$ cat src/rtl/gpio_rate_pkg.sv
package gpio_rate_pkg;
  localparam int unsigned DEF_DW       = 8;
  localparam int unsigned DEF_BAUD_W   = 16;
  localparam int unsigned DEF_WR_DEPTH = 4;
  localparam int unsigned DEF_RD_DEPTH = 8;
  localparam int unsigned DEF_NB_CW    = 16;
endpackage

$ cat src/rtl/gpio_rate_tick.sv
module gpio_rate_tick #(
  parameter int unsigned BAUD_W = gpio_rate_pkg::DEF_BAUD_W
) (
  input  logic              clk_i,
  input  logic              rst_ni,
  input  logic [BAUD_W-1:0] baud_i,
  output logic              tick_o
);
  logic [BAUD_W-1:0] cnt_q;

  assign tick_o = (cnt_q == '0);

  always_ff @(posedge clk_i or negedge rst_ni) begin
    if (!rst_ni)     cnt_q <= '0;
    else if (tick_o) cnt_q <= baud_i;
    else             cnt_q <= cnt_q - 1'b1;
  end
endmodule

$ cat src/rtl/gpio_rate_fifo.sv
// Show-ahead queue; DEPTH must be a power of two.
module gpio_rate_fifo #(
  parameter int unsigned DW    = 8,
  parameter int unsigned DEPTH = 4,
  parameter int unsigned CW    = $clog2(DEPTH + 1)
) (
  input  logic          clk_i,
  input  logic          rst_ni,
  input  logic          push_i,
  input  logic [DW-1:0] data_i,
  input  logic          pop_i,
  output logic [DW-1:0] data_o,
  output logic [CW-1:0] level_o,
  output logic          full_o,
  output logic          empty_o
);
  localparam int unsigned AW = (DEPTH > 1) ? $clog2(DEPTH) : 1;

  logic [DW-1:0] mem_q [DEPTH];
  logic [AW-1:0] wp_q, rp_q;
  logic [CW-1:0] lvl_q;
  logic          push_ok, pop_ok;

  assign full_o  = (lvl_q == CW'(DEPTH));
  assign empty_o = (lvl_q == '0);
  assign push_ok = push_i && !full_o;
  assign pop_ok  = pop_i && !empty_o;
  assign data_o  = mem_q[rp_q];
  assign level_o = lvl_q;

  always_ff @(posedge clk_i or negedge rst_ni) begin
    if (!rst_ni) begin
      wp_q  <= '0;
      rp_q  <= '0;
      lvl_q <= '0;
    end else begin
      if (push_ok) wp_q <= wp_q + 1'b1;
      if (pop_ok)  rp_q <= rp_q + 1'b1;
      lvl_q <= lvl_q + CW'(push_ok) - CW'(pop_ok);
    end
  end

  always_ff @(posedge clk_i) begin
    if (push_ok) mem_q[wp_q] <= data_i;
  end
endmodule

$ cat src/rtl/gpio_rate_wr.sv
module gpio_rate_wr #(
  parameter int unsigned DW    = gpio_rate_pkg::DEF_DW,
  parameter int unsigned DEPTH = gpio_rate_pkg::DEF_WR_DEPTH,
  parameter int unsigned CW    = $clog2(DEPTH + 1)
) (
  input  logic          clk_i,
  input  logic          rst_ni,
  input  logic          tick_i,
  input  logic          wr_valid_i,
  input  logic [DW-1:0] wr_data_i,
  output logic          wr_ready_o,
  output logic [DW-1:0] pins_o,
  output logic [CW-1:0] pending_o,
  output logic          busy_o
);
  logic [DW-1:0] head;
  logic          full, empty, drain;

  assign wr_ready_o = !full;
  assign drain      = tick_i && !empty;

  gpio_rate_fifo #(.DW(DW), .DEPTH(DEPTH), .CW(CW)) u_q (
    .clk_i   (clk_i),
    .rst_ni  (rst_ni),
    .push_i  (wr_valid_i),
    .data_i  (wr_data_i),
    .pop_i   (drain),
    .data_o  (head),
    .level_o (pending_o),
    .full_o  (full),
    .empty_o (empty)
  );

  // busy covers the whole tick slot of the word last driven
  always_ff @(posedge clk_i or negedge rst_ni) begin
    if (!rst_ni) begin
      pins_o <= '0;
      busy_o <= 1'b0;
    end else if (tick_i) begin
      busy_o <= !empty;
      if (!empty) pins_o <= head;
    end
  end
endmodule

$ cat src/rtl/gpio_rate_rd.sv
module gpio_rate_rd #(
  parameter int unsigned DW    = gpio_rate_pkg::DEF_DW,
  parameter int unsigned DEPTH = gpio_rate_pkg::DEF_RD_DEPTH,
  parameter int unsigned NB_CW = gpio_rate_pkg::DEF_NB_CW,
  parameter int unsigned CW    = $clog2(DEPTH + 1)
) (
  input  logic             clk_i,
  input  logic             rst_ni,
  input  logic             tick_i,
  input  logic [DW-1:0]    pins_i,
  input  logic             start_i,
  input  logic [NB_CW-1:0] count_i,
  output logic             active_o,
  input  logic             pop_i,
  output logic [DW-1:0]    data_o,
  output logic             empty_o,
  output logic [CW-1:0]    level_o,
  output logic             ovf_o,
  input  logic             ovf_clr_i
);
  logic [NB_CW-1:0] remain_q;
  logic             sample, full;

  assign sample = active_o && tick_i;

  gpio_rate_fifo #(.DW(DW), .DEPTH(DEPTH), .CW(CW)) u_q (
    .clk_i   (clk_i),
    .rst_ni  (rst_ni),
    .push_i  (sample),
    .data_i  (pins_i),
    .pop_i   (pop_i),
    .data_o  (data_o),
    .level_o (level_o),
    .full_o  (full),
    .empty_o (empty_o)
  );

  always_ff @(posedge clk_i or negedge rst_ni) begin
    if (!rst_ni) begin
      remain_q <= '0;
      active_o <= 1'b0;
    end else if (start_i) begin
      remain_q <= count_i;
      active_o <= (count_i != '0);
    end else if (sample) begin
      remain_q <= remain_q - 1'b1;
      if (remain_q == NB_CW'(1)) active_o <= 1'b0;
    end
  end

  // set beats clear so no overflow event is lost
  always_ff @(posedge clk_i or negedge rst_ni) begin
    if (!rst_ni)              ovf_o <= 1'b0;
    else if (sample && full)  ovf_o <= 1'b1;
    else if (ovf_clr_i)       ovf_o <= 1'b0;
  end
endmodule

$ cat src/rtl/gpio_rate_port.sv
module gpio_rate_port #(
  parameter int unsigned DW       = gpio_rate_pkg::DEF_DW,
  parameter int unsigned BAUD_W   = gpio_rate_pkg::DEF_BAUD_W,
  parameter int unsigned WR_DEPTH = gpio_rate_pkg::DEF_WR_DEPTH,
  parameter int unsigned RD_DEPTH = gpio_rate_pkg::DEF_RD_DEPTH,
  parameter int unsigned NB_CW    = gpio_rate_pkg::DEF_NB_CW,
  parameter int unsigned WR_CW    = $clog2(WR_DEPTH + 1),
  parameter int unsigned RD_CW    = $clog2(RD_DEPTH + 1)
) (
  input  logic              clk_i,
  input  logic              rst_ni,
  input  logic [BAUD_W-1:0] baud_i,
  input  logic              wr_valid_i,
  input  logic [DW-1:0]     wr_data_i,
  output logic              wr_ready_o,
  output logic [DW-1:0]     pins_o,
  output logic [WR_CW-1:0]  wr_pending_o,
  output logic              wr_busy_o,
  output logic              idle_o,
  input  logic [DW-1:0]     pins_i,
  input  logic              nb_start_i,
  input  logic [NB_CW-1:0]  nb_count_i,
  output logic              nb_active_o,
  input  logic              rd_pop_i,
  output logic [DW-1:0]     rd_data_o,
  output logic              rd_empty_o,
  output logic [RD_CW-1:0]  rd_level_o,
  output logic              ovf_o,
  input  logic              ovf_clr_i,
  input  logic              blk_req_i,
  output logic              blk_ack_o,
  output logic [DW-1:0]     blk_data_o
);
  logic tick_w;

  gpio_rate_tick #(.BAUD_W(BAUD_W)) u_tick (
    .clk_i  (clk_i),
    .rst_ni (rst_ni),
    .baud_i (baud_i),
    .tick_o (tick_w)
  );

  gpio_rate_wr #(.DW(DW), .DEPTH(WR_DEPTH), .CW(WR_CW)) u_wr (
    .clk_i      (clk_i),
    .rst_ni     (rst_ni),
    .tick_i     (tick_w),
    .wr_valid_i (wr_valid_i),
    .wr_data_i  (wr_data_i),
    .wr_ready_o (wr_ready_o),
    .pins_o     (pins_o),
    .pending_o  (wr_pending_o),
    .busy_o     (wr_busy_o)
  );

  assign idle_o = (wr_pending_o == '0) && !wr_busy_o;

  gpio_rate_rd #(.DW(DW), .DEPTH(RD_DEPTH), .NB_CW(NB_CW), .CW(RD_CW)) u_rd (
    .clk_i     (clk_i),
    .rst_ni    (rst_ni),
    .tick_i    (tick_w),
    .pins_i    (pins_i),
    .start_i   (nb_start_i),
    .count_i   (nb_count_i),
    .active_o  (nb_active_o),
    .pop_i     (rd_pop_i),
    .data_o    (rd_data_o),
    .empty_o   (rd_empty_o),
    .level_o   (rd_level_o),
    .ovf_o     (ovf_o),
    .ovf_clr_i (ovf_clr_i)
  );

  // blocking read: ordered behind queued writes, one capture per request
  always_ff @(posedge clk_i or negedge rst_ni) begin
    if (!rst_ni) begin
      blk_ack_o  <= 1'b0;
      blk_data_o <= '0;
    end else if (tick_w && blk_req_i && idle_o && !blk_ack_o) begin
      blk_ack_o  <= 1'b1;
      blk_data_o <= pins_i;
    end else begin
      blk_ack_o  <= 1'b0;
    end
  end
endmodule

$ cat config.mk
export PLATFORM = sky130hd
export DESIGN_NAME = gpio_rate_port
export DESIGN_NICKNAME = d
export VERILOG_FILES = /design/src/rtl/gpio_rate_pkg.sv /design/src/rtl/gpio_rate_tick.sv /design/src/rtl/gpio_rate_fifo.sv /design/src/rtl/gpio_rate_wr.sv /design/src/rtl/gpio_rate_rd.sv /design/src/rtl/gpio_rate_port.sv
export SDC_FILE = /design/constraint.sdc
export NUM_CORES = 1
export LEC_CHECK = 0
export ABC_AREA = 1
export BUFFER_PORTS_ARGS = -buffer_cell sky130_fd_sc_hd__buf_2
export CAP_MARGIN = 20
export CORE_MARGIN = 2
export CORE_UTILIZATION = 50
export CTS_CLUSTER_DIAMETER = 50
export CTS_CLUSTER_SIZE = 8
export DETAILED_ROUTE_END_ITERATION = 16
export PLACE_DENSITY = 0.7
export SLEW_MARGIN = 0
export SYNTH_ARGS = -nofsm -noshare
export SYNTH_HDL_FRONTEND = slang
export SYNTH_HIERARCHICAL = 1
export SYNTH_SLANG_ARGS = --single-unit
$ cat constraint.sdc
create_clock -name clk_i -period 2.88 [get_ports clk_i]
set_input_delay 0.288 -clock clk_i [delete_from_list [all_inputs] [get_ports clk_i]]
set_output_delay 0.288 -clock clk_i [all_outputs]
set_load 0.02 [all_outputs]
* After elaboration in Yosys (flattened, before gate mapping)
Memory sizes are Yosys's and may differ from the RTL's. A register that Yosys moved wholly into a read port is not among the register bits. Index checks and enable logic that the tools add are counted.
Word-level totals: flip-flop bits (word level) 61, RAM bits 96, bits of input ports 55, output and inout bits 38, word-level logic and storage cells 69, memories 2
Cells by class: add/subtract/negate cells 10, equality and inequality tests 3, muxes and demuxes 13, bitwise gates (word level) 1, reductions and logical operators 27
Memory list:
- u_rd.u_q.mem_q | depth 8, bits a word 8, read ports 1, clocked after memory_dff 0, wr ports 1, line gpio_rate_fifo.sv:19 | logic [DW-1:0] mem_q [DEPTH];
- u_wr.u_q.mem_q | depth 4, bits a word 8, read ports 1, clocked after memory_dff 1, wr ports 1, line gpio_rate_fifo.sv:19
Operator list (number):
- 16-bit 2-to-1 mux | 3
- 16-bit by 1-bit subtractor with 16-bit output, second input constant | 2
- 16-bit by 1-bit == test with 1-bit output, second input constant | 1
- 16-bit logical NOT | 1
- 16-bit nonzero test | 1
- 1-bit logical AND | 11
- 1-bit 2-to-1 mux | 10
- 1-bit logical NOT | 7
- 3-bit by 1-bit adder with 3-bit output, second input constant | 2
- 2-bit nonzero test | 3
- 2-bit by 1-bit adder with 2-bit output, second input constant | 2
- 4-bit by 1-bit adder with 4-bit output | 1
- 4-bit == test, second input constant | 1
- 4-bit logical NOT | 1
- 2-bit AND reduction | 2
- 4-bit by 1-bit subtractor with 4-bit output | 1
- 3-bit by 1-bit adder with 3-bit output | 1
- 3-bit == test, second input constant | 1
- 3-bit logical NOT | 1
- 3-bit by 1-bit subtractor with 3-bit output | 1
- 1-bit NOT | 1

* Logic depth before layout (Yosys ltp)
Gate-level depths: netlist (run 1).
depth after elaboration 5, gate-level depth with buffers 17, depth with buffers taken out 16

* Cells and area by module
The synthesis (run 1) kept the hierarchy.
By module, submodules not included:
- gpio_rate_fifo at u_rd.u_q | instances 1, cells an instance 347, area each 3479.6 um2, seq. area each 2172.1 um2
- gpio_rate_fifo at u_wr.u_q | instances 1, cells an instance 159, area each 1725.4 um2, seq. area each 1136.1 um2
- gpio_rate_rd | instances 1, cells an instance 197, area each 1336.3 um2, seq. area each 450.4 um2
- gpio_rate_tick | instances 1, cells an instance 153, area each 1058.5 um2, seq. area each 400.4 um2
- gpio_rate_port | instances 1, cells an instance 40, area each 394.1 um2, seq. area each 225.2 um2
- gpio_rate_wr | instances 1, cells an instance 40, area each 376.6 um2, seq. area each 225.2 um2

* Worst setup path after synthesis (run 1)
No wires, ideal clock.
path kind register to register, start point reg u_tick.cnt_q[0], end point reg u_rd.u_q.lvl_q[2], in the netlist u_rd/u_q/level_o[2], library setup time 0.123 ns, arrival time 2.533 ns, data required time 2.757 ns, slack 0.225 ns, cell stages (with the launch flop) 17, path buffers 1, period minus slack after synthesis 2.655 ns, cell sequence dfrtp_1 -> inv_1 -> ha_1 -> nand3_1 -> nor2_1 -> nand3_1 -> inv_1 -> nand2_2 -> inv_4 -> nand2_2 -> buf_4 -> ha_1 -> inv_1 -> ha_1 -> inv_1 -> fa_1 -> xnor2_1
Between the ends: word-level cells in the longest chain between the ends 5
Ends and longest elaborated chain:
- start: declaration | line gpio_rate_tick.sv:9 | logic [BAUD_W-1:0] cnt_q;
- start signal: assignment | line gpio_rate_tick.sv:15 | else if (tick_o) cnt_q <= baud_i;
- start signal: assignment | line gpio_rate_tick.sv:16 | else cnt_q <= cnt_q - 1'b1;
- 16-bit logical NOT | line gpio_rate_tick.sv:11 | assign tick_o = (cnt_q == '0);
- via tick_w | line gpio_rate_port.sv:34 | logic tick_w;
- 1-bit logical AND | line gpio_rate_rd.sv:24 | assign sample = active_o && tick_i;
- via u_rd.sample | line gpio_rate_rd.sv:22 | logic sample, full;
- 1-bit logical AND | line gpio_rate_fifo.sv:26 | assign push_ok = push_i && !full_o;
- 4-bit by 1-bit adder with 4-bit output | line gpio_rate_fifo.sv:39 | lvl_q <= lvl_q + CW'(push_ok) - CW'(pop_ok);
- 4-bit by 1-bit subtractor with 4-bit output | line gpio_rate_fifo.sv:39
- end signal: assignment | line gpio_rate_fifo.sv:39
- end: declaration | line gpio_rate_fifo.sv:21 | logic [CW-1:0] lvl_q;
The timed path passes the listed nets, and every way through them passes these cells. A chain may end at the register's enable or synchronous reset.

* Final worst setup path (run 1)
start point reg u_tick.cnt_q[0], end point reg u_wr.u_q.lvl_q[2], in the netlist u_wr/u_q/level_o[2]
Between the ends: word-level cells in the longest chain between the ends 4
Ends and longest elaborated chain:
- 16-bit logical NOT | line gpio_rate_tick.sv:11
- via tick_w | line gpio_rate_port.sv:34
- 1-bit logical AND | line gpio_rate_wr.sv:20 | assign drain = tick_i && !empty;
- via u_wr.drain | line gpio_rate_wr.sv:17 | logic full, empty, drain;
- 1-bit logical AND | line gpio_rate_fifo.sv:27 | assign pop_ok = pop_i && !empty_o;
- via u_wr.u_q.pop_ok | line gpio_rate_fifo.sv:22 | logic push_ok, pop_ok;
- 3-bit by 1-bit subtractor with 3-bit output | line gpio_rate_fifo.sv:39
- end signal: assignment | line gpio_rate_fifo.sv:39
- end: declaration | line gpio_rate_fifo.sv:21
The timed path passes the listed nets, and every way through them passes these cells.

==> results of run 1 <==
[worst max-delay path, stage by stage, from the launching register on]
cell and delay (ps):
dfrtp_1 400, inv_2 70, ha_1 230, nand3_1 90
nor2_1 50, nand3_1 110, inv_2 90, buf_4 160
nand2_8 90, inv_1 70, nand2_1 80, inv_1 50
ha_1 260, inv_1 40, ha_1 180, fa_1 370
nand3b_1 160, nand2_1 70
[routing by layer]
layer  vias up  share of wire (%)  wire, um
met5         -                  0         0
met4         0               0.94       160
li1       3145                  -         -
met1      2808                 45      7600
met3        14                3.9       666
met2       107                 50      8550
[cells in the mapped netlist (all sizes together)]
master	instances	area, um^2
dfrtp	69	1730
nand3	81	428
nor2	84	420
xnor2	6	52.6
ha	18	225
fa	2	40.0
buf	23	213
nand4	4	25.0
o211ai	2	15.0
xor2	11	104
nand3b	1	7.51
nand2	323	1300
o221ai	2	17.5
a22oi	1	7.51
o21ai	37	200
a21oi	3	15.0
inv	156	598
clkinv	4	20.0
edfxtp	96	2880
o22ai	3	18.8
nor3	10	50.1
[cells in the final DEF (no fill, tap or decap), types with 8 or more instances in the layout]
master	synthesis	final
nand2_1	300	300
inv_1	146	144
edfxtp_1	96	96
buf_2	5	91
nand3_1	78	78
dfrtp_1	69	69
nor2_1	68	68
o21ai_0	22	22
nand2_2	18	18
ha_1	18	18
clkbuf_16	0	17
buf_4	5	17
o21ai_1	11	11
nor2_2	10	10
nor3_1	10	10
xor2_1	10	10
inv_2	6	8
[layout make-up]
type | instances | area share [%]
tap | 220 | 2.85
inverter | 160 | 6.41
timing repair buffer | 108 | 6.05
clock buffer | 18 | 4.45
multi-input combinational | 588 | 30.4
sequential | 165 | 47.8
clock inverter | 14 | 2.06
[registers in the layout, summed over array words and instances, names as in the netlist, 4 cells and up]
signal,cells
u_wr/pins_o,8
blk_data_o,8
u_wr/u_q/mem_q,32
u_rd/u_q/mem_q,64
u_rd/u_q/level_o,4
u_rd/remain_q,16
u_tick/cnt_q,16
[what timing repair did]
item                       4_1_cts  5_1_grt
gates resized for setup          0        2
hold buffers                     0        0
setup buffers                    0        1
setup endpoints to repair        0        4
[cells by family (layout without fill, tap and decap cells)]
logic type,after synthesis,count (layout),synth area share (%)
xor+xnor,17,17,1.87
buf+inv,183,300,9.93
fa+ha+maj,20,20,3.17
simple gates,503,503,26.7
compound gates,48,48,3.27
flops,165,165,55.1
[through the flow]
stage / hold slack, ps / instance area, um^2 / setup WS [ps]
after floorplan: -7.59 / 8370 / 225
after global placement: 459 / 9010 / 250
after detailed placement: 453 / 9010 / 125
after CTS: 14.0 / 9640 / 101
after global routing: 26.8 / 9640 / 26.1
final: -29.1 / 9640 / 252
[power by group]
part,leakage [nW],switching [W],internal [W]
Sequential,1.71,0.000190,0.00272
Clock,0.299,0.000919,0.00146
Combinational,2.78,0.00123,0.000590
[final timing paths]
kind	end	slack, ps	cells after the start
worst max-delay path	u_wr/u_q/level_o[2]$_DFF_PN0_	250	17
worst min-delay path	u_rd/remain_q[11]$_DFFE_PN0P_	-30	1
worst max register to register	u_wr/u_q/level_o[2]$_DFF_PN0_	250	17
worst min register to register	u_wr/pins_o[0]$_DFFE_PN0P_	470	2
max in group asynchronous	blk_data_o[7]$_DFFE_PN0P_	2300	1
min in group clk_i	u_rd/ovf_o$_DFFE_PN0P_	50	2
==> out/qor.yml, run 1 <==
cp-end-kind: "register"
drt_iter0_drc: 393
cap_violations: 0
drive_gt1_share_pct: 18.9
clock_latency_ps: 420
status: "complete, but fails checks"
grt_pass1_vias: 5812
p_total_w: 0.00711
fin_crit_ps: 2630
cts_buffers: 17
grt-ovfl-total: 0
ys_seq_area_share_pct: 55.1
path_class: "register to register"
core_area_um2: 16500
drc: 0
failed_checks: "negative hold slack"
n_antenna_cell: 0
postSynthCellCount: 936
synth_cell_types: 39
synth_warnings: 6
crit_start: "u_tick/cnt_q[0]$_DFF_PN0_"
timing.rr.start: "u_tick/cnt_q[0]$_DFF_PN0_"
power_density_nw_per_um2: 737
start_util_pct: 50.8
fin_nets: 1115
cp_max_fo: 10
cts-root-buf: "clkbuf_16"
grt_usage_pct: 20.1
syn-cell-area_um2: 8370
slew_headroom_pct: 40.2
gp_congestion: 0.849
grt_util_met1_pct: 25.6
detail-route-antenna-nets: 0
hold_viol_final: 12
use_met2_pct: 34.7
hold_path.class: "input pin to asynchronous set/reset pin"
rows: 47
worst_slew_pin_slew_ps: 897
area_growth_pct: 15.2
arrival_ps: 2980
setup_viol: 0
avgViaCountPerCell: 4.77
rsz0062_at_grt: "false"
stdcell_count: 1273
cts_tree: "built"
syn-num-nets: 1011
grt_max_degree: 70
cts.path.max_buffers: 2
fin_util_pct: 58.6
regArea_um2: 4610
finClkSkew_ps: 8.63
hold_ws_ps: -29.1
multiInputGateArea_um2: 2930
tns_ps: 0
antenna_found_initial: 0
drtPass1Iterations: 5
leakagePower_nw: 4.78
period_share_pct: 91.3
vias: 6074
htreeDepth: 4
routed_wl_um: 17000
ir_drop_mv: 0.514
io_pins: 93
fmax_ghz: 0.380
clk_pin_slew_ps: 70
die_h_um: 133
dp.cells: 1240
n_fill_cell: 1470
crit_path_start_kind: "register"
busiest_layer: "met2"
drv_slew: 0
cts_num_sinks: 165
dp_hpwl_um: 11900
wl_per_cell_um: 13.3
cp.required_ps: 3240
die_x_um: 133
synth-seq-cells: 165
port_buffers: 92
grt_pass1_wl_um: 28200
die_area_um2: 17800
syn_avg_cell_area_um2: 8.94
grtUsageMet3_pct: 4.57
No activity file was read; power rests on OpenSTA's default activity.
==> inputs of run 2 (changes only) <==
Clock period 2.88 ns to 3.25 ns, I/O delays scaled along.
==> out/qor.yml, run 2 (same netlist as run 1, synthesis figures left out) <==
rows: 47  # unchanged
grt_util_met1_pct: 26.1  # was 25.6%
tns_ps: 0  # unchanged
grt-ovfl-total: 0  # unchanged
worst_slew_pin_slew_ps: 914  # was 897 ps
cap_violations: 0  # unchanged
detail-route-antenna-nets: 0  # unchanged
grt_pass1_wl_um: 28600  # was 28200 um
grt_max_degree: 70  # unchanged
layout_commonest_cell: "nand2_1"  # unchanged
fin_area_um2: 9640  # about the same
timing.rr.start: "u_tick/cnt_q[0]$_DFF_PN0_"  # unchanged
hold_buffers: 0  # unchanged
worst_path_most_repeated_cell: "inv_1"
cts_tree: "built"  # unchanged
routed_wl_um: 17100  # was 17000 um
cp-end-kind: "register"  # unchanged
post-cts-setup-buffer-count: 0  # unchanged
core_area_um2: 16500  # unchanged
grtUsageMet3_pct: 4.41  # was 4.57%
power_density_nw_per_um2: 668  # was 737 nW/um^2
regArea_um2: 4610  # unchanged
clock_latency_ps: 420  # about the same
antenna_found_initial: 0  # unchanged
stdcell_count: 1268  # was 1273
cp.depth: 15  # was 17
cts_buffers: 17  # unchanged
finClkSkew_ps: 11.5  # was 8.63 ps
start_util_pct: 50.8  # unchanged
period_share_pct: 89.0  # was 91.3%
die_x_um: 133  # unchanged
ir_drop_mv: 0.373  # was 0.514 mV
vias: 6190  # was 6074
cp.required_ps: 3540  # was 3240 ps
critPathBufInv: 5  # was 6
multiInputGateArea_um2: 2930  # unchanged
fin_crit_ps: 2890  # was 2630 ps
hold_viol_final: 0  # was 12
critPathTopFamily: "adder cells"  # unchanged
arrival_ps: 3180  # was 2980 ps
status: "finished clean"  # was complete, but fails checks
cpMaxStageDelayCell: "dfrtp_1"  # unchanged
drv_slew: 0  # unchanged
n_fill_cell: 1487  # was 1470
largest_reg_flops: 64  # unchanged
hold_path.class: "input pin to asynchronous set/reset pin"  # unchanged
placed_cell_area_um2: 8980  # was 9010 um^2
cts-root-buf: "clkbuf_16"  # unchanged
rr_worst_depth: 15  # was 17
cts.path.max_buffers: 2  # unchanged
crit_chain: "inv_1, ha_1, nand3_1, nor2_1, nand3_1, inv_1, nand2_2, inv_4, nand2_2, ha_1, inv_1, ha_1, inv_1, fa_1, xnor2_1"  # was inv_2, ha_1, nand3_1, nor2_1, nand3_1, inv_2, buf_4, nand2_8, inv_1, nand2_1, inv_1, ha_1, inv_1, ha_1, fa_1, nand3b_1, nand2_1
dp_hpwl_um: 12100  # was 11900 um
htreeDepth: 4  # unchanged
fin_nets: 1110  # was 1115
die_h_um: 133  # unchanged
area_growth_pct: 15.2  # about the same
drtPass1Iterations: 5  # unchanged
port_buffers: 92  # unchanged
slew_headroom_pct: 39.1  # was 40.2%
leakagePower_nw: 4.78  # about the same
n_antenna_cell: 0  # unchanged
avgViaCountPerCell: 4.88  # was 4.77
grt_pass1_vias: 6010  # was 5812
fmax_ghz: 0.346  # was 0.380 GHz
grt_usage_pct: 20.3  # was 20.1%
largest-register: "u_rd/u_q/mem_q"  # unchanged
crit_start: "u_tick/cnt_q[0]$_DFF_PN0_"  # unchanged
drt_iter0_drc: 481  # was 393
cp_max_fo: 13  # was 10
io_pins: 93  # unchanged
crit_path_start_kind: "register"  # unchanged
clk_pin_slew_ps: 60  # was 70 ps
rsz0062_at_grt: "false"  # unchanged
use_met2_pct: 34.8  # was 34.7%
die_area_um2: 17800  # unchanged
drc: 0  # unchanged
slowest_delay_ps: 410  # was 400 ps
dp.cells: 1236  # was 1240
path_class: "register to register"  # unchanged
top_regs: "u_rd/u_q/mem_q (64), u_wr/u_q/mem_q (32)"  # unchanged
wl_per_cell_um: 13.5  # was 13.3 um
cts_num_sinks: 165  # unchanged
mostFrequentLayoutCells: "300 x nand2_1, 146 x inv_1, 96 x edfxtp_1"  # was 300 x nand2_1, 144 x inv_1, 96 x edfxtp_1
setup_viol: 0  # unchanged
gp_congestion: 0.824  # was 0.849
cts-resized-gates: 0  # unchanged
drive_gt1_share_pct: 18.1  # was 18.9%
busiest_layer: "met2"  # unchanged
[run 2: report_power, final]
group | leakage [nW] | switching [W] | total, W | internal [W]
logic | 2.75 | 0.00106 | 0.00158 | 0.000518
registers | 1.71 | 0.000212 | 0.00262 | 0.00241
clock network | 0.315 | 0.000801 | 0.00224 | 0.00144
total | 4.78 | 0.00208 | 0.00644 | 0.00437
[run 2: area by class of cell]
type	count	share of cell area [%]
clock buffer	19	4.49
multi-input combinational	588	30.4
timing repair buffer	103	5.66
sequential	165	47.8
inverter	160	6.41
clock inverter	13	2.39
tap	220	2.85
[run 2: final timing paths]
path | to | slack, ps
hold reg to reg | u_wr/pins_o[1]$_DFFE_PN0P_ | 460
min in group clk_i | u_rd/ovf_o$_DFFE_PN0P_ | 100
setup / recovery | u_rd/u_q/level_o[2]$_DFF_PN0_ | 360
setup reg to reg | u_rd/u_q/level_o[2]$_DFF_PN0_ | 360
max in group asynchronous | blk_data_o[7]$_DFFE_PN0P_ | 2610
hold / removal | u_wr/u_q/wp_q[1]$_DFFE_PN0P_ | 20
[run 2: routing by layer]
layer	vias to the layer above	part of all wire (%)
met3	18	4.2
li1	3139	-
met5	-	0
met1	2906	44
met4	0	1.4
met2	127	50
[run 2: worst reg2reg max path: cells and delay by family, from the launching register on]
kind                       cells  cell delay [ps]
buffers and inverters          5              540
adders and majority gates      4             1060
DFF                            1              410
and+or+nand+nor                5              620
xor gates and xnor gates       1              150
[run 2: metrics by stage]
stage / worst slack (ps) / power, W / util, % / hold slack, ps
global placement: 487 / 0.00420 / 54.5 / 456
finish: 359 / 0.00644 / 58.6 / 18.3
CTS: 367 / 0.00651 / 58.6 / 59.5
detailed placement: 368 / 0.00426 / 54.5 / 455
floorplan: 595 / 0.00382 / - / 29.4
global route: 152 / 0.00682 / 58.6 / 74.7
==> inputs of run 3 (changes only) <==
--- a/config.mk
+++ b/config.mk
@@ -6,9 +6,9 @@
 export NUM_CORES = 1
 export LEC_CHECK = 0
-export ABC_AREA = 1
 export BUFFER_PORTS_ARGS = -buffer_cell sky130_fd_sc_hd__buf_2
 export CAP_MARGIN = 20
 export CORE_MARGIN = 2
 export CORE_UTILIZATION = 50
+export CTS_BUF_LIST = sky130_fd_sc_hd__clkbuf_4 sky130_fd_sc_hd__clkbuf_8
 export CTS_CLUSTER_DIAMETER = 50
 export CTS_CLUSTER_SIZE = 8
==> constraint.sdc (replaced) <==
create_clock -name clk_i -period 3.25 [get_ports clk_i]
set_input_delay 0.325 -clock clk_i [delete_from_list [all_inputs] [get_ports clk_i]]
set_output_delay 0.325 -clock clk_i [all_outputs]
set_load 0.01 [all_outputs]
==> out/qor.yml, run 3 <==
status: "finished clean"  # unchanged
cts_buffers: 17  # unchanged
antenna_found_initial: 0  # unchanged
drv_slew: 0  # unchanged
hold_path.class: "input pin to asynchronous set/reset pin"  # unchanged
fmax_ghz: 0.335  # was 0.346 GHz
synth_warnings: 6  # unchanged
start_util_pct: 51.1  # was 50.8%
drtPass1Iterations: 4  # was 5
cap_violations: 0  # unchanged
synthArstFlopShare_pct: 41.8  # unchanged
dp_hpwl_um: 9680  # was 12100 um
syn-cell-area_um2: 7430  # was 8370 um^2
cp_max_fo: 8  # was 13
arrival_ps: 3330  # was 3180 ps
netlist_top_cells_count: "96 x edfxtp_1, 69 x dfrtp_1, 28 x nor2_1, 25 x inv_1, 22 x nand2_1"  # was 300 x nand2_1, 146 x inv_1, 96 x edfxtp_1, 78 x nand3_1, 69 x dfrtp_1
io_pins: 93  # unchanged
postSynthCellCount: 494  # was 936
synth-seq-cells: 165  # unchanged
cts-root-buf: "clkbuf_8"  # was clkbuf_16
n_antenna_cell: 0  # unchanged
synth_cell_types: 62  # was 39
switchingPower_w: 0.00175  # was 0.00208 W
htreeDepth: 4  # unchanged
grt_pass1_vias: 4520  # was 6010
area_growth_pct: 14.7  # was 15.2%
cts_num_sinks: 165  # unchanged
syn-num-nets: 569  # was 1011
path_class: "register to register"  # unchanged
setup_viol: 0  # unchanged
die_x_um: 126  # was 133 um
cts.path.max_buffers: 2  # unchanged
clk_pin_slew_ps: 90  # was 60 ps
mostFrequentLayoutCells: "96 x edfxtp_1, 92 x buf_2, 69 x dfrtp_1"  # was 300 x nand2_1, 146 x inv_1, 96 x edfxtp_1
grt_pass1_wl_um: 23100  # was 28600 um
tns_ps: 0  # unchanged
cp-end-kind: "register"  # unchanged
syn_avg_cell_area_um2: 15.0  # was 8.94 um^2
hold_viol_final: 0  # unchanged
r2r_slack_ps: 270  # was 360 ps
wl_per_cell_um: 17.9  # was 13.5 um
hold_buffers: 0  # unchanged
routed_wl_um: 14300  # was 17100 um
n_fill_cell: 1163  # was 1487
rows: 44  # was 47
power_density_nw_per_um2: 662  # was 668 nW/um^2
p_int_w: 0.00389  # was 0.00437 W
cp.required_ps: 3600  # was 3540 ps
die_h_um: 126  # was 133 um
drt_iter0_drc: 246  # was 481
finClkSkew_ps: 12.6  # was 11.5 ps
cts_tree: "built"  # unchanged
core_area_um2: 14500  # was 16500 um^2
post-cts-setup-buffer-count: 0  # unchanged
clock_latency_ps: 440  # was 420 ps
worst_slew_pin_slew_ps: 913  # was 914 ps
p_clk_share_pct: 26.6  # was 34.8%
crit_path_start_kind: "register"  # unchanged
detail-route-antenna-nets: 0  # unchanged
port_buffers: 92  # unchanged
rsz0062_at_grt: "false"  # unchanged
drc: 0  # unchanged
switching_share_pct: 30.9  # was 32.2%
timing.rr.start: "u_tick/cnt_q[0]$_DFF_PN0_"  # unchanged
pwr-share-seq_pct: 49.5  # was 40.7%
die_area_um2: 15800  # was 17800 um^2
grt_usage_pct: 18.8  # was 20.3%
rr_worst_depth: 15  # unchanged
synth_edf_count: 96  # unchanged
netlist.area_leader.share_pct: 38.8  # was 34.4%
slew_headroom_pct: 39.1  # about the same
largest_reg_flops: 64  # unchanged
largest-register: "u_rd/u_q/mem_q"  # unchanged
drive_gt1_share_pct: 31.0  # was 18.1%
cts-resized-gates: 0  # unchanged
period_share_pct: 91.8  # was 89.0%
synth.area.top_cells: "edfxtp_1 39%, dfrtp_1 23%, mux4_1 5.7%"  # was edfxtp_1 34%, dfrtp_1 21%, nand2_1 13%
fin_nets: 679  # was 1110
layout_commonest_cell: "edfxtp_1"  # was nand2_1
top_regs: "u_rd/u_q/mem_q (64), u_wr/u_q/mem_q (32)"  # unchanged
yosysMostFrequentCell: "edfxtp_1"  # was nand2_1
leakagePower_nw: 3.46  # was 4.78 nW
crit_start: "u_tick/cnt_q[0]$_DFF_PN0_"  # unchanged
synthFlopType: "edfxtp_1"  # unchanged
vias: 4420  # was 6190
ir_drop_mv: 0.369  # was 0.373 mV
gp_congestion: 0.849  # was 0.824
r2r-end: "u_wr/u_q/level_o[2]$_DFF_PN0_"  # was u_rd/u_q/level_o[2]$_DFF_PN0_
avgViaCountPerCell: 5.52  # was 4.88
power_frac_comb_pct: 24.0  # was 24.5%
yosys.area.top_type: "edfxtp_1"  # unchanged
p_total_w: 0.00564  # was 0.00644 W
fin_crit_ps: 2980  # was 2890 ps
grt-ovfl-total: 0  # unchanged
grt_max_degree: 70  # unchanged
ys_seq_area_share_pct: 62.1  # was 55.1%
-- run 3: cell types whose count changed after synthesis, sizes merged, moves of 20 or more --
| cell | delta |
|---|---|
| nand3 | -73 |
| nor2 | -55 |
| nand2 | -300 |
| mux2 | +27 |
| inv | -131 |
| o21ai | -20 |
| mux4 | +24 |
-- run 3: power groups by stage --
stage / sequential (W) / clock [W] / combinational [W]
after floorplan: 0.00273 / 0 / 0.00101
after global routing: 0.00283 / 0.00162 / 0.00151
after CTS: 0.00279 / 0.00154 / 0.00136
after detailed placement: 0.00283 / 0 / 0.00135
after global placement: 0.00282 / 0 / 0.00130
final: 0.00279 / 0.00150 / 0.00135
-- run 3: worst max-delay path: stages (launching register included) --
cell and delay [ps]:
dfrtp_1 460, inv_1 90, ha_1 260, nor2b_1 160
nand3b_1 140, inv_1 80, buf_4 160, nor2b_4 120
o31ai_1 120, inv_1 90, ha_1 280, inv_1 40
ha_1 180, fa_1 380, xnor2_1 180, xnor2_1 150
-- run 3: kinds of logic (layout without fill, tap and decap cells) --
kind of cell / Yosys count / count (layout) / share of synthesized area, %
AOI/OAI and AO/OA: 54 / 54 / 4.43
xor gates and xnor gates: 30 / 30 / 3.54
adders and majority gates: 20 / 20 / 3.57
buffers and inverters: 41 / 164 / 2.86
DFF: 165 / 165 / 62.1
muxes: 51 / 51 / 12.6
and+or+nand+nor: 133 / 133 / 11.0
-- run 3: worst max-delay path by stage --
stage,slack [ps],endpoint
2_1_floorplan,200,u_rd/u_q/mem_q[0][0]$_DFFE_PP_
3_3_place_gp,380,u_rd/u_q/level_o[1]$_DFF_PN0_
3_5_place_dp,290,u_wr/u_q/level_o[2]$_DFF_PN0_
4_1_cts,270,u_wr/u_q/level_o[2]$_DFF_PN0_
5_1_grt,50,u_wr/u_q/level_o[2]$_DFF_PN0_
6_report,270,u_wr/u_q/level_o[2]$_DFF_PN0_
-- run 3: final cells by class --
| cell class | count | area (um^2) | area share (%) |
|---|---|---|---|
| Clock buffer | 18 | 241 | 2.83 |
| Clock inverter | 14 | 164 | 1.92 |
| Inverter | 25 | 93.8 | 1.10 |
| Multi-Input combinational cell | 288 | 2610 | 30.6 |
| Sequential cell | 165 | 4610 | 54.1 |
| Tap cell | 184 | 230 | 2.70 |
| Timing Repair Buffer | 107 | 573 | 6.72 |
-- run 3: per-layer routing --
layer  wire [um]  vias up  track usage [%]
met3         589       15             4.33
met1        6480     2204             25.6
met4         192        0             5.56
met2        7070      117             30.6
li1            -     2084                -
met5           0        -                0
-- run 3: metrics by stage --
step	hold WS, ps	instance area [um^2]	cells	utilization, %	setup WS (ps)
after floorplan	29.4	7430	494	-	200
after global placement	486	8110	769	55.8	380
after detailed placement	494	8110	769	55.8	286
after CTS	63.9	8520	801	58.6	266
after global routing	61.7	8520	801	58.6	53.7
final	65.3	8520	801	58.6	268
